==> config.mk <==
export PLATFORM = sky130hd
export DESIGN_NAME = skip_mask_seq
export DESIGN_NICKNAME = d
export VERILOG_FILES = /design/src/rtl/skseq_pkg.sv /design/src/rtl/skseq_run_enc.sv /design/src/rtl/skseq_penalty.sv /design/src/rtl/skip_mask_seq.sv
export SDC_FILE = /design/constraint.sdc
export NUM_CORES = 1
export LEC_CHECK = 0
export BUFFER_PORTS_ARGS = -buffer_cell sky130_fd_sc_hd__buf_2
export CELL_PAD_IN_SITES_DETAIL_PLACEMENT = 2
export CELL_PAD_IN_SITES_GLOBAL_PLACEMENT = 2
export CORE_ASPECT_RATIO = 0.8
export CORE_MARGIN = 2
export CORE_UTILIZATION = 33
export CTS_BUF_LIST = sky130_fd_sc_hd__clkbuf_2 sky130_fd_sc_hd__clkbuf_4 sky130_fd_sc_hd__clkbuf_8
export CTS_CLUSTER_DIAMETER = 80
export DETAILED_ROUTE_END_ITERATION = 6
export GPL_TIMING_DRIVEN = 0
export HOLD_SLACK_MARGIN = 0.06
export PLACE_DENSITY = 0.92
export SLEW_MARGIN = 20
export SYNTH_ARGS = -nofsm -noshare
export SYNTH_HDL_FRONTEND = slang
export SYNTH_SLANG_ARGS = --single-unit
==> constraint.sdc <==
create_clock -name clk -period 5.8 [get_ports clk]
set_input_delay 0.29 -clock clk [delete_from_list [all_inputs] [get_ports clk]]
set_output_delay 0.29 -clock clk [all_outputs]
set_load 0.01 [all_outputs]
==> src/rtl/skseq_pkg.sv <==
// Package: shared constants, slot kinds and condition decode for the
// skip mask sequencer. Assumes a 4-bit condition field.
package skseq_pkg;

    localparam int COND_W = 4;
    // Condition value that carries an implied return (cannot be a no-op).
    localparam logic [COND_W-1:0] COND_IMPLIED_RET = 4'b0000;

    // What the fetch slot does in the current cycle.
    typedef enum logic [1:0] {
        SLOT_ISSUE = 2'd0,   // an instruction address is issued
        SLOT_LEAP  = 2'd1,   // a full window of set bits is consumed
        SLOT_WAIT  = 2'd2    // remaining penalty cycle
    } slot_e;

    function automatic logic cond_is_ret(input logic [COND_W-1:0] c);
        return c == COND_IMPLIED_RET;
    endfunction

endpackage

==> src/rtl/skseq_run_enc.sv <==
// Trailing-ones encoder: counts consecutive set bits from bit 0 of the
// window and flags a window that is set throughout. Assumes WIN >= 2.
module skseq_run_enc #(
    parameter int WIN = 8,
    localparam int CW = $clog2(WIN + 1)
) (
    input  logic [WIN-1:0] win,
    output logic [CW-1:0]  run_len,
    output logic           full
);

    logic [WIN-1:0] pre;

    // Prefix-AND chain: pre[i] is set when bits 0..i are all set.
    genvar i;
    generate
        for (i = 0; i < WIN; i++) begin : g_pre
            if (i == 0) begin : g_first
                assign pre[i] = win[i];
            end else begin : g_rest
                assign pre[i] = pre[i-1] & win[i];
            end
        end
    endgenerate

    // Population count of the prefix gives the run length.
    always_comb begin
        run_len = '0;
        for (int k = 0; k < WIN; k++) begin
            run_len = run_len + CW'(pre[k]);
        end
    end

    assign full = pre[WIN-1];

endmodule

==> src/rtl/skseq_penalty.sv <==
// Penalty counter: after a full-window leap, holds busy for the remaining
// PENALTY-1 cycles. A clear (redirect) cancels the wait at once.
module skseq_penalty #(
    parameter int PENALTY = 2,
    localparam int CNT_W = $clog2(PENALTY + 1)
) (
    input  logic clk,
    input  logic rst_n,
    input  logic clr,
    input  logic fire,
    output logic busy
);

    logic [CNT_W-1:0] cnt_q;

    // Load, count down or clear the remaining wait cycles.
    always_ff @(posedge clk) begin
        if (!rst_n) begin
            cnt_q <= '0;
        end else if (clr) begin
            cnt_q <= '0;
        end else if (fire) begin
            cnt_q <= CNT_W'(PENALTY - 1);
        end else if (cnt_q != '0) begin
            cnt_q <= cnt_q - 1'b1;
        end
    end

    assign busy = (cnt_q != '0);

endmodule

==> src/rtl/skip_mask_seq.sv <==
// Skip mask sequencer: holds the fetch PC and the pending skip mask,
// issues one address per clock, leaps runs of set bits through an
// 8-bit trailing-ones window and stalls PENALTY cycles per full window.
// Assumes MASK_W >= WIN and that a skip command or branch is presented
// for one cycle and takes effect at the next edge.
module skip_mask_seq
    import skseq_pkg::*;
#(
    parameter int ADDR_W     = 16,
    parameter int MASK_W     = 23,
    parameter int WIN        = 8,
    parameter int PENALTY    = 2,
    parameter int RESET_ADDR = 0
) (
    input  logic              clk,
    input  logic              rst_n,
    input  logic              sk_go,
    input  logic [MASK_W-1:0] sk_mask,
    input  logic [COND_W-1:0] sk_cond,
    input  logic [ADDR_W-1:0] ret_addr,
    input  logic              br_taken,
    input  logic [ADDR_W-1:0] br_addr,
    input  logic              irq_req,
    output logic [ADDR_W-1:0] fetch_addr,
    output logic              fetch_vld,
    output logic              stall,
    output logic              skip_active,
    output logic              irq_ok
);

    localparam int CW = $clog2(WIN + 1);

    logic [ADDR_W-1:0] pc_q;
    logic [MASK_W-1:0] mask_q;
    logic [CW-1:0]     run_len;
    logic              win_full;
    logic              pen_busy;
    logic              pen_fire;
    logic              redirect;
    slot_e             slot;
    logic [CW:0]       adv;
    logic [MASK_W-1:0] mask_adv;
    logic [ADDR_W-1:0] pc_seq;

    skseq_run_enc #(.WIN(WIN)) u_enc (
        .win     (mask_q[WIN-1:0]),
        .run_len (run_len),
        .full    (win_full)
    );

    // Slot decision: finish a penalty, leap a full window, or issue.
    always_comb begin
        if (pen_busy) begin
            slot = SLOT_WAIT;
        end else if (win_full) begin
            slot = SLOT_LEAP;
        end else begin
            slot = SLOT_ISSUE;
        end
    end

    // Step size and remaining mask for the chosen slot.
    always_comb begin
        unique case (slot)
            SLOT_ISSUE: begin
                adv      = {1'b0, run_len} + {{CW{1'b0}}, 1'b1};
                mask_adv = mask_q >> adv;
            end
            SLOT_LEAP: begin
                adv      = (CW+1)'(WIN);
                mask_adv = mask_q >> WIN;
            end
            default: begin
                adv      = '0;
                mask_adv = mask_q;
            end
        endcase
    end

    assign pc_seq   = pc_q + ADDR_W'(adv);
    assign redirect = sk_go | br_taken;
    assign pen_fire = (slot == SLOT_LEAP) && !redirect;

    skseq_penalty #(.PENALTY(PENALTY)) u_pen (
        .clk   (clk),
        .rst_n (rst_n),
        .clr   (redirect),
        .fire  (pen_fire),
        .busy  (pen_busy)
    );

    // PC and mask update: skip command first, then branch, then stepping.
    always_ff @(posedge clk) begin
        if (!rst_n) begin
            pc_q   <= ADDR_W'(RESET_ADDR);
            mask_q <= '0;
        end else if (sk_go) begin
            mask_q <= sk_mask;
            pc_q   <= cond_is_ret(sk_cond) ? ret_addr : pc_seq;
        end else if (br_taken) begin
            mask_q <= '0;
            pc_q   <= br_addr;
        end else begin
            mask_q <= mask_adv;
            pc_q   <= pc_seq;
        end
    end

    assign fetch_addr  = pc_q + ADDR_W'(run_len);
    assign fetch_vld   = (slot == SLOT_ISSUE);
    assign stall       = !fetch_vld;
    assign skip_active = |mask_q;
    assign irq_ok      = irq_req && !skip_active;

endmodule

### Word level (Yosys, flattened, before mapping)

Index checks and enable logic that the tools add are counted.

| word-level totals | value |
|---|---|
| register bits after elaboration | 41 |
| bits of input ports | 64 |
| output and inout bits | 20 |
| word-level logic and storage cells | 50 |

| operators by class | value |
|---|---|
| add/sub/neg operators | 11 |
| equality and inequality tests | 1 |
| shift operators | 1 |
| mux-type cells | 11 |
| bitwise gates (word level) | 9 |
| reductions and logical operators | 13 |

Operators by type and width:

| cell | number |
|---|---|
| 16-bit 2-to-1 mux | 3 |
| 23-bit 2-to-1 mux | 2 |
| 23-bit case mux with 2 select lines | 1 |
| 4-bit by 1-bit adder with 4-bit output | 6 |
| 23-bit OR reduction | 1 |
| 23-bit by 5-bit right shift with 23-bit output | 1 |
| 16-bit by 4-bit adder with 16-bit output | 1 |
| 16-bit by 5-bit adder with 16-bit output | 1 |
| 5-bit case mux with 2 select lines | 1 |
| 1-bit bitwise AND | 7 |
| 4-bit by 1-bit adder with 5-bit output (second input constant) | 1 |
| 4-bit logical NOT | 1 |
| 2-bit nonzero test | 2 |
| 4-bit nonzero test | 1 |
| 1-bit logical NOT | 3 |
| 1-bit 2-to-1 mux | 3 |
| 3-bit OR reduction | 1 |
| 1-bit by 1-bit adder with 2-bit output | 1 |
| 2-bit by 1-bit == test with 1-bit output (second input constant) | 1 |
| 1-bit logical AND | 2 |
| 2-bit logical NOT | 1 |
| 2-bit 2-to-1 mux | 1 |
| 2-bit OR reduction | 1 |
| 2-bit by 1-bit subtractor with 2-bit output (second input constant) | 1 |
| other kinds (2) | 2 |

### Longest topological paths before layout

Gate-level depths: netlist of run 1.

| depth | value |
|---|---|
| depth after elaboration | 14 |
| mapped depth | 23 |
| gate-level depth less buffers | 19 |

### By module

From an unflattened synthesis of run 1, not the netlist that was laid out.

| second synthesis, totals | value |
|---|---|
| cells, all modules | 517 |
| area total of the unflattened synthesis | 3961.3 µm² |

Modules (own cells, without submodules):

| module | instances | cells each | area each (µm²) | seq. area each (µm²) |
|---|---|---|---|---|
| skip_mask_seq | 1 | 476 | 3609.7 | 780.7 |
| skseq_run_enc | 1 | 29 | 241.5 | 0.0 |
| skseq_penalty | 1 | 12 | 110.1 | 40.0 |

### Worst setup path before layout of run 1

OpenSTA, ideal clock, no wires.

| path | value |
|---|---|
| path type | reg-to-reg |
| from | register mask_q[2] |
| to | register pc_q[10] |
| setup time | 126 ps |
| arrival time | 5067 ps |
| data required time | 5674 ps |
| setup slack | 607 ps |
| cell stages (with the launch flop) | 24 |
| buffers on the path | 4 |
| clock period less this slack | 5193 ps |
| path through | dfxtp_1 > and4_1 > clkbuf_1 > nand2_1 > fa_1 > fa_1 > inv_1 > fa_1 > inv_1 > fa_1 > buf_2 > buf_4 > buf_2 > inv_1 > ha_1 > inv_1 > xnor2_1 > and3_1 > ha_1 > nor2b_1 > o31a_1 > o2111ai_1 > xor2_1 > o21ai_0 |

| on the way | value |
|---|---|
| longest elaborated chain between the ends | 13 |
| elaborated cells between the ends (all ways) | 22 |
| classes of those cells | add/sub: 8; eq/ne: 1; mux: 6; bitwise: 6; reduce/logical: 1 |

RTL lines:

| element | line | RTL |
|---|---|---|
| start, declared | skip_mask_seq.sv:34 | `logic [MASK_W-1:0] mask_q;` |
| start signal, assigned | skip_mask_seq.sv:98 | `mask_q <= sk_mask;` |
| start signal, assigned | skip_mask_seq.sv:104 | `mask_q <= mask_adv;` |
| 1-bit bitwise AND * | skseq_run_enc.sv:21 | `assign pre[i] = pre[i-1] & win[i];` |
| branches (longest 8 deep; another with 4-bit by 1-bit adder with 5-bit output) | n/a |  |
| 5-bit case mux with 2 select lines * | skip_mask_seq.sv:64 | `unique case (slot)` |
| 16-bit by 5-bit adder with 16-bit output * | skip_mask_seq.sv:80 | `assign pc_seq = pc_q + ADDR_W'(adv);` |
| 16-bit 2-to-1 mux (on tied branches) | skip_mask_seq.sv:100, skip_mask_seq.sv:99 |  |
| 16-bit 2-to-1 mux * | skip_mask_seq.sv:97 | `end else if (sk_go) begin` |
| end signal, assigned | skip_mask_seq.sv:99 | `pc_q <= cond_is_ret(sk_cond) ? ret_addr : pc_seq;` |
| end signal, assigned | skip_mask_seq.sv:102 | `pc_q <= br_addr;` |
| end signal, assigned | skip_mask_seq.sv:105 | `pc_q <= pc_seq;` |
| end, declared | skip_mask_seq.sv:33 | `logic [ADDR_W-1:0] pc_q;` |

Every way passes the cells marked *.
A chain may end at the register's enable or synchronous reset.

### Worst setup path after layout of run 1

| path | value |
|---|---|
| from | register mask_q[3] |
| to | register pc_q[10] |

| on the way | value |
|---|---|
| longest elaborated chain between the ends | 12 |
| elaborated cells between the ends (all ways) | 20 |
| classes of those cells | add/sub: 7; eq/ne: 1; mux: 6; bitwise: 5; reduce/logical: 1 |

RTL lines:

| element | line |
|---|---|
| 1-bit bitwise AND * | skseq_run_enc.sv:21 |
| branches (longest 7 deep; another with 4-bit by 1-bit adder with 5-bit output) | n/a |
| 5-bit case mux with 2 select lines * | skip_mask_seq.sv:64 |
| 16-bit by 5-bit adder with 16-bit output * | skip_mask_seq.sv:80 |
| 16-bit 2-to-1 mux (on tied branches) | skip_mask_seq.sv:100, skip_mask_seq.sv:99 |
| 16-bit 2-to-1 mux * | skip_mask_seq.sv:97 |

Marked as above.

==> summary.md, run 1 <==
| Metric | Value |
|---|---|
| Initial cell density of the core | `0.343` |
| Footprint of the flip-flops and latches | `between 800 and 900 µm²` |
| Vias in the first global route | `5040` |
| Startpoint type of the worst setup path | `flop` |
| Hold path endpoint | `mask_q[10]` |
| Core ar. | `11600 µm²` |
| Aggregate global routing overflow | `0` |
| Num ports | `84` |
| Drt initial violations | `427` |
| DRC violation count after routing | `0` |
| Setup WS post-layout | `slightly above 200 ps` |
| Leading cell type in the layout, fill and taps excluded | `buf_2` |
| Cell Chain, Critical Path | `and4_4, nand2_1, fa_1, fa_1, inv_1, fa_1, inv_1, fa_1, buf_4, buf_6, clkinvlp_4, ha_1, nand3_1, fa_1, nor2b_2, o31a_1, buf_4, o2111ai_1, xor2_1, o21ai_0` |
| Number of pins with negative max-slew slack in the final report | `0` |
| Fraction of registers with async set/reset | `0` |
| Worst ir drop on vdd | `roughly 87 µV` |
| Post-synth cell types | `61` |
| TritonCTS buffer count | `5` |
| Area of the multi-input gates | `3000 µm²` |
| Placer Congestion | `just under 1` |
| Minimum period implied by the final worst setup slack | `around 5600 ps` |
| Post-Synthesis Net Count | `580` |
| Internal reg-to-reg setup slack | `200 ps` |
| Worst hold margin | `160 ps` |
| Synthesized instance count | `slightly below 500` |
| Startpoint of the tightest hold check path | `sk_mask[10]` |
| Most common cell type on the critical path | `fa_1` |
| Result of the run | `complete, no violations` |
| Setup violators final | `0` |
| Post-route clock skew | `between 20 and 25 ps` |
| Area enclosed by the die boundary | `13000 µm²` |
| Total Routed Length | `roughly 19000 µm` |
| Slew of the pin with the lowest slew margin | `~780 ps` |
| Vias per std cell | `between 6 and 7` |
| Number of maximum-capacitance constraint violations | `0` |
| Number of fill cells | `roughly 1400` |
| Warnings, synthesis | `0` |
| Ys flop type | `dfxtp_1` |
| Routed wire length per instance | `25.8 µm` |
| Max Root-Sink Buffers | `2` |
| Endpoint arrival time on the critical path | `5850 ps` |
| Mean area per synthesized cell | `~8.0 µm²` |
| Flip-flop and latch count after synthesis | `a little over 40` |
| DP Worst Slack | `-362 ps` |
| Proportion of layout cells with a drive suffix above 1 | `0.248` |
| Final hold violations | `0` |
| H-tree depth | `2` |
| Latest clock arrival within the worst-skew pair | `~340 ps` |
| Number of buffer and inverter instances along the worst setup path | `6` |
| Total routing usage reported by global routing | `0.294` |
| Dpl hpwl | `between 10000 and 15000 µm` |
| Number of sinks handled by clock tree synthesis | `41` |
| Sequential fraction of the synthesis area | `0.206` |
| Finished layout cell area | `4740 µm²` |
| Headroom to the max-slew limit | `0.479` |
| Top achievable clock speed | `179 MHz` |
| Total iterations of the first detailed-routing run | `5` |
| Worst setup path category | `reg2reg` |
| Remaining antenna violation count | `0` |
| Final Net Count | `about 670` |
| Largest stage delay on the critical path | `590 ps` |
| Endpoint of the lowest-slack register-to-register path | `pc_q[10]` |
| Largest net degree at the start of global routing | `20` |
| Static leakage | `roughly 2 nW` |
| Worst endpoint required time | `between 6000 and 7000 ps` |
| Root Buffer Master | `clkbuf_8` |
| Number of flops mapped to enable cells by yosys | `0` |
| Synth-to-layout area growth | `18.9%` |
| Placed Instance Area | `4580 µm²` |
| Endpoint kind of the worst setup timing path | `flop` |
| Logic depth of the worst register-to-register path | `20` |
| Worst min-delay path category | `in2reg` |
| Worst R2R Start | `mask_q[3]` |
| Port bufs | `81` |
| Clock transition time at the flip-flop clock pins of the worst setup and hold paths | `around 120 ps` |
| Cell type group with the largest total delay on the critical path | `adder cells` |
| Worst hold path stage count | `3` |
| First-pass GRT wire length | `29100 µm` |
| Areal power density over the cells | `154 nW/µm²` |
| Initial antenna violation count | `1` |
| Synthesized area | `roughly 4000 µm²` |
| Portion of the clock cycle consumed by the worst path in the final layout | `0.965` |
| Master of the slowest instance on the critical path | `fa_1` |
| Die X | `between 100 and 150 µm` |
| Die height | `around 100 µm` |
| Routed via count | `about 4800` |
| Site Rows | `35` |
| Highest-count cells in the layout ignoring fill and taps | `91 x buf_2, 52 x nand2_1, 43 x o21ai_0` |
| TritonCTS clock tree | `yes` |
| Largest fanout on the critical path | `19` |
flip-flops by register name, indices dropped and copies added, names as in the netlist:
register / cells
mask_q: 23
pc_q: 16
u_pen.cnt_q: 2
cell type report:
| type | instances | share of cell area |
|---|---|---|
| clock inverter | 3 | 0.00554 |
| buffer | 30 | 0.0295 |
| multi-input combinational | 404 | 0.631 |
| timing repair buffer | 84 | 0.0902 |
| clock buffer | 5 | 0.0145 |
| antenna | 1 | 0.000528 |
| sequential | 41 | 0.174 |
| inverter | 18 | 0.0150 |
| tap | 148 | 0.0390 |
how the worst max path moves through the flow:
stage,startpoint,endpoint,slack [ps],cells past startpoint
3_5_place_dp,mask_q[2],pc_q[13],-360,22
4_1_cts,mask_q[3],fetch_addr[12],8,18
6_report,mask_q[3],pc_q[10],200,20
2_1_floorplan,mask_q[2],pc_q[10],610,23
3_3_place_gp,mask_q[3],pc_q[14],20,23
5_1_grt,mask_q[3],fetch_addr[12],-30,18
per-stage QoR:
| step | total power [W] | cells | util | TNS (ps) |
|---|---|---|---|---|
| after CTS | 0.000725 | 734 | 0.405 | 0 |
| after floorplan | 0.000418 | 496 | - | 0 |
| after global routing | 0.000758 | 733 | 0.407 | -86.8 |
| after detailed placement | 0.000496 | 725 | 0.393 | -3760 |
| final | 0.000731 | 734 | 0.407 | 0 |
| after global placement | 0.000482 | 725 | 0.393 | 0 |
metal layers:
metal  vias up  part of all wire  track usage
met4         0             0.037        0.113
li1       2072                 -            -
met3        60             0.079       0.0534
met1      2393              0.42        0.386
met2       231              0.47        0.488
met5         -                 0            0
tightest hold or removal path, delay by kind of cell:
family	cells	cell delay (ps)
compound gates	1	60
buf+inv	1	80
simple gates	1	40
what timing repair did:
action                                  in CTS  in global routing
setup buffers                                3                  0
resized for setup                            5                 11
pin swaps                                    1                  0
hold buffers                                 0                  0
endpoints found under the setup margin      24                 20
synthesized netlist by cell type (all sizes together), types with 7 or more instances:
cell type,instances,area (µm²)
a21oi,34,185
a22o,10,87.6
and3,8,50.1
buf,15,78.8
clkbuf,18,67.6
dfxtp,41,821
ha,14,175
inv,17,63.8
mux2,11,124
mux2i,19,190
mux4,10,225
nand2,52,195
nand3,23,115
nor2,20,75.1
nor3,13,65.1
nor4,7,43.8
o21ai,46,230
o221ai,8,70.1
xnor2,11,96.3
xor2,15,139
cells by family after synthesis:
group | after synthesis | share of synthesized area
buf+inv | 51 | 0.0536
mux | 40 | 0.135
simple gates | 154 | 0.190
compound gates | 164 | 0.283
xor+xnor | 26 | 0.0590
fa+ha+maj | 20 | 0.0740
flops | 41 | 0.206
power breakdown:
part / leakage (nW) / switching [W] / total [W] / internal, W
clock: 0.0496 / 0.000141 / 0.000231 / 0.0000900
combinational: 1.61 / 0.0000990 / 0.000175 / 0.0000764
sequential: 0.338 / 0.0000271 / 0.000324 / 0.000297
total: 2.00 / 0.000267 / 0.000731 / 0.000464
No activity file was read; power rests on OpenSTA's default activity.
==> run 2: changes to the inputs <==
Settings changed: BUFFER_PORTS_ARGS -buffer_cell sky130_fd_sc_hd__buf_2 to -buffer_cell sky130_fd_sc_hd__buf_4.
==> summary.md, run 2 (synthesis results as in run 1) <==
| Metric | Value |
|---|---|
| Number of pins with negative max-slew slack in the final report | `0 (unchanged)` |
| Logic depth of the worst register-to-register path | `21 (+5.0%)` |
| Internal reg-to-reg setup slack | `220 ps (+20 ps)` |
| Proportion of layout cells with a drive suffix above 1 | `0.246 (-0.00171)` |
| Placer Congestion | `0.987 (+1.1%)` |
| Die height | `102 µm (unchanged)` |
| Area enclosed by the die boundary | `13000 µm² (unchanged)` |
| H-tree depth | `2 (unchanged)` |
| Leading cell type in the layout, fill and taps excluded | `buf_4` |
| Hold path endpoint | `mask_q[10]` |
| DRC violation count after routing | `0 (unchanged)` |
| Number of fill cells | `1334 (-1.8%)` |
| TritonCTS buffer count | `5 (unchanged)` |
| Placed Instance Area | `4780 µm² (+4.4%)` |
| Die X | `127 µm (unchanged)` |
| Core ar. | `11600 µm² (unchanged)` |
| Portion of the clock cycle consumed by the worst path in the final layout | `0.962 (-0.00327)` |
| Endpoint of the lowest-slack register-to-register path | `pc_q[10]` |
| Most common cell type on the critical path | `fa_1` |
| Initial antenna violation count | `0 (-1)` |
| Setup violators final | `0 (unchanged)` |
| Top achievable clock speed | `179 MHz (+0.34%)` |
| Static leakage | `2.06 nW (+3.0%)` |
| Total placed cells including tap cells | `725 (unchanged)` |
| Footprint of the flip-flops and latches | `826 µm² (unchanged)` |
| Number of buffer and inverter instances along the worst setup path | `6 (unchanged)` |
| Final Net Count | `668 (unchanged)` |
| Worst min-delay path category | `in2reg` |
| Largest stage delay on the critical path | `550 ps (-40 ps)` |
| Worst setup path category | `reg2reg` |
| TritonCTS clock tree | `yes` |
| Finished layout cell area | `4960 µm² (+4.5%)` |
| Antenna diodes | `0 (-1)` |
| Master of the slowest instance on the critical path | `fa_1` |
| Initial cell density of the core | `0.343 (unchanged)` |
| Worst R2R Start | `mask_q[3]` |
| Final Instance Count excl. Fillers | `733 (-0.14%)` |
| Worst endpoint required time | `5990 ps (-60 ps)` |
| Vias in the first global route | `5008 (-0.63%)` |
| Largest Register | `mask_q` |
| Synth-to-layout area growth | `24.2%` |
| Worst ir drop on vdd | `84.9 µV (-2.0%)` |
| Largest registers in the final layout | `mask_q (23), pc_q (16), u_pen.cnt_q (2)` |
| Routed wire length per instance | `25.0 µm (-3.1%)` |
| Startpoint of the worst setup timing path | `mask_q[3]` |
| Root Buffer Master | `clkbuf_8` |
| Aggregate global routing overflow | `0 (unchanged)` |
| Headroom to the max-slew limit | `0.506 (+0.0269)` |
| Dpl hpwl | `14400 µm (-0.36%)` |
| Num ports | `84 (unchanged)` |
| Total iterations of the first detailed-routing run | `5 (unchanged)` |
| Largest fanout on the critical path | `19 (unchanged)` |
| Largest net degree at the start of global routing | `20 (unchanged)` |
| Remaining antenna violation count | `0 (unchanged)` |
| Vias per std cell | `6.38 (-1.6%)` |
| DP Worst Slack | `-309 ps (+53.4 ps)` |
| Total routing usage reported by global routing | `0.284 (-0.0103)` |
| Worst hold path stage count | `3 (unchanged)` |
| Endpoint arrival time on the critical path | `5770 ps (-80 ps)` |
| Startpoint of the tightest hold check path | `sk_mask[10]` |
| Highest-count cells in the layout ignoring fill and taps | `84 x buf_4, 52 x nand2_1, 42 x o21ai_0` |
| Number of buffers inserted for hold repair after clock tree synthesis | `0 (unchanged)` |
| Setup repair after global routing missed its margin | `false` |
| Slew of the pin with the lowest slew margin | `737 ps (-40.1 ps)` |
| Drt initial violations | `357 (-16%)` |
| Area of the multi-input gates | `2990 µm² (-0.25%)` |
| Areal power density over the cells | `155 nW/µm² (+0.58%)` |
| Cell type group with the largest total delay on the critical path | `adder cells` |
| Latest clock arrival within the worst-skew pair | `320 ps (-20 ps)` |
| Startpoint type of the worst setup path | `flop` |
| Total Routed Length | `18300 µm (-3.2%)` |
| Endpoint kind of the worst setup timing path | `flop` |
| Post-route clock skew | `11.1 ps (-11.3 ps)` |
| Minimum period implied by the final worst setup slack | `5580 ps (-19.0 ps)` |
| Final hold violations | `0 (unchanged)` |
| Number of flip-flops under the largest register name | `23 (unchanged)` |
| Port bufs | `81 (unchanged)` |
| First-pass GRT wire length | `28400 µm (-2.3%)` |
| Number of maximum-capacitance constraint violations | `0 (unchanged)` |
| Site Rows | `35 (unchanged)` |
| Number of sinks handled by clock tree synthesis | `41 (unchanged)` |
| Max Root-Sink Buffers | `2 (unchanged)` |
| Routed via count | `4674 (-1.7%)` |
| Clock transition time at the flip-flop clock pins of the worst setup and hold paths | `100 ps (-20 ps)` |
| Result of the run | `complete, no violations` |
| Cell Chain, Critical Path | `and4_4, nand2_1, fa_1, fa_1, inv_1, fa_1, inv_1, fa_1, clkbuf_4, buf_8, clkinvlp_4, ha_1, inv_1, xnor2_1, and3_1, ha_1, nor2b_2, o31a_1, o2111ai_1, xor2_1, o21ai_0` |
| Setup WS post-layout | `221 ps (+19.0 ps)` |
==> run 2: repair_timing <==
item                       4_1_cts  5_1_grt
setup endpoints to repair       24       21
pin swaps                        0        1
resized for setup                4       13
buffers inserted                 1        1
==> run 2: worst register-to-register path, delay by kind of cell, from the launching register on <==
family          cells  cell delay, ps
fa+ha+maj           6            2370
buf+inv             6             790
xor+xnor            2             310
flops               1             410
compound gates      3             770
simple gates        4             770
==> run 2: final cells by class <==
class,instances,share of cell area
Buffer,31,0.0298
Clock buffer,5,0.0139
Clock inverter,3,0.00934
Inverter,18,0.0144
Multi-Input combinational cell,404,0.603
Sequential cell,41,0.167
Tap cell,148,0.0374
Timing Repair Buffer,83,0.126
==> run 2: worst max path at each step <==
| stage | to | depth (start not counted) |
|---|---|---|
| 3_3_place_gp | pc_q[15] | 23 |
| 2_1_floorplan | pc_q[10] | 23 |
| 4_1_cts | pc_q[10] | 21 |
| 5_1_grt | pc_q[10] | 21 |
| 6_report | pc_q[10] | 21 |
| 3_5_place_dp | pc_q[5] | 22 |
==> run 2: per-layer routing <==
metal / global-route usage / vias to the layer above / wire [µm]
met2: 0.484 / 196 / 8650
met4: 0.0752 / 0 / 362
li1: - / 2063 / -
met5: 0 / - / 0
met3: 0.0492 / 38 / 1100
met1: 0.376 / 2377 / 8230
==> run 2: report_power, final <==
part           switching [W]  internal [W]
clock network       0.000128      0.000129
logic              0.0000951     0.0000925
registers          0.0000265      0.000297
total               0.000249      0.000519
==> run 2: metrics by stage <==
step	TNS [ps]	utilization	total power [W]	hold WS (ps)
6_report	0	0.425	0.000768	165
5_1_grt	0	0.425	0.000800	199
4_1_cts	0	0.421	0.000769	165
3_5_place_dp	-2800	0.411	0.000511	505
3_3_place_gp	0	0.411	0.000499	490
2_1_floorplan	0	-	0.000418	399
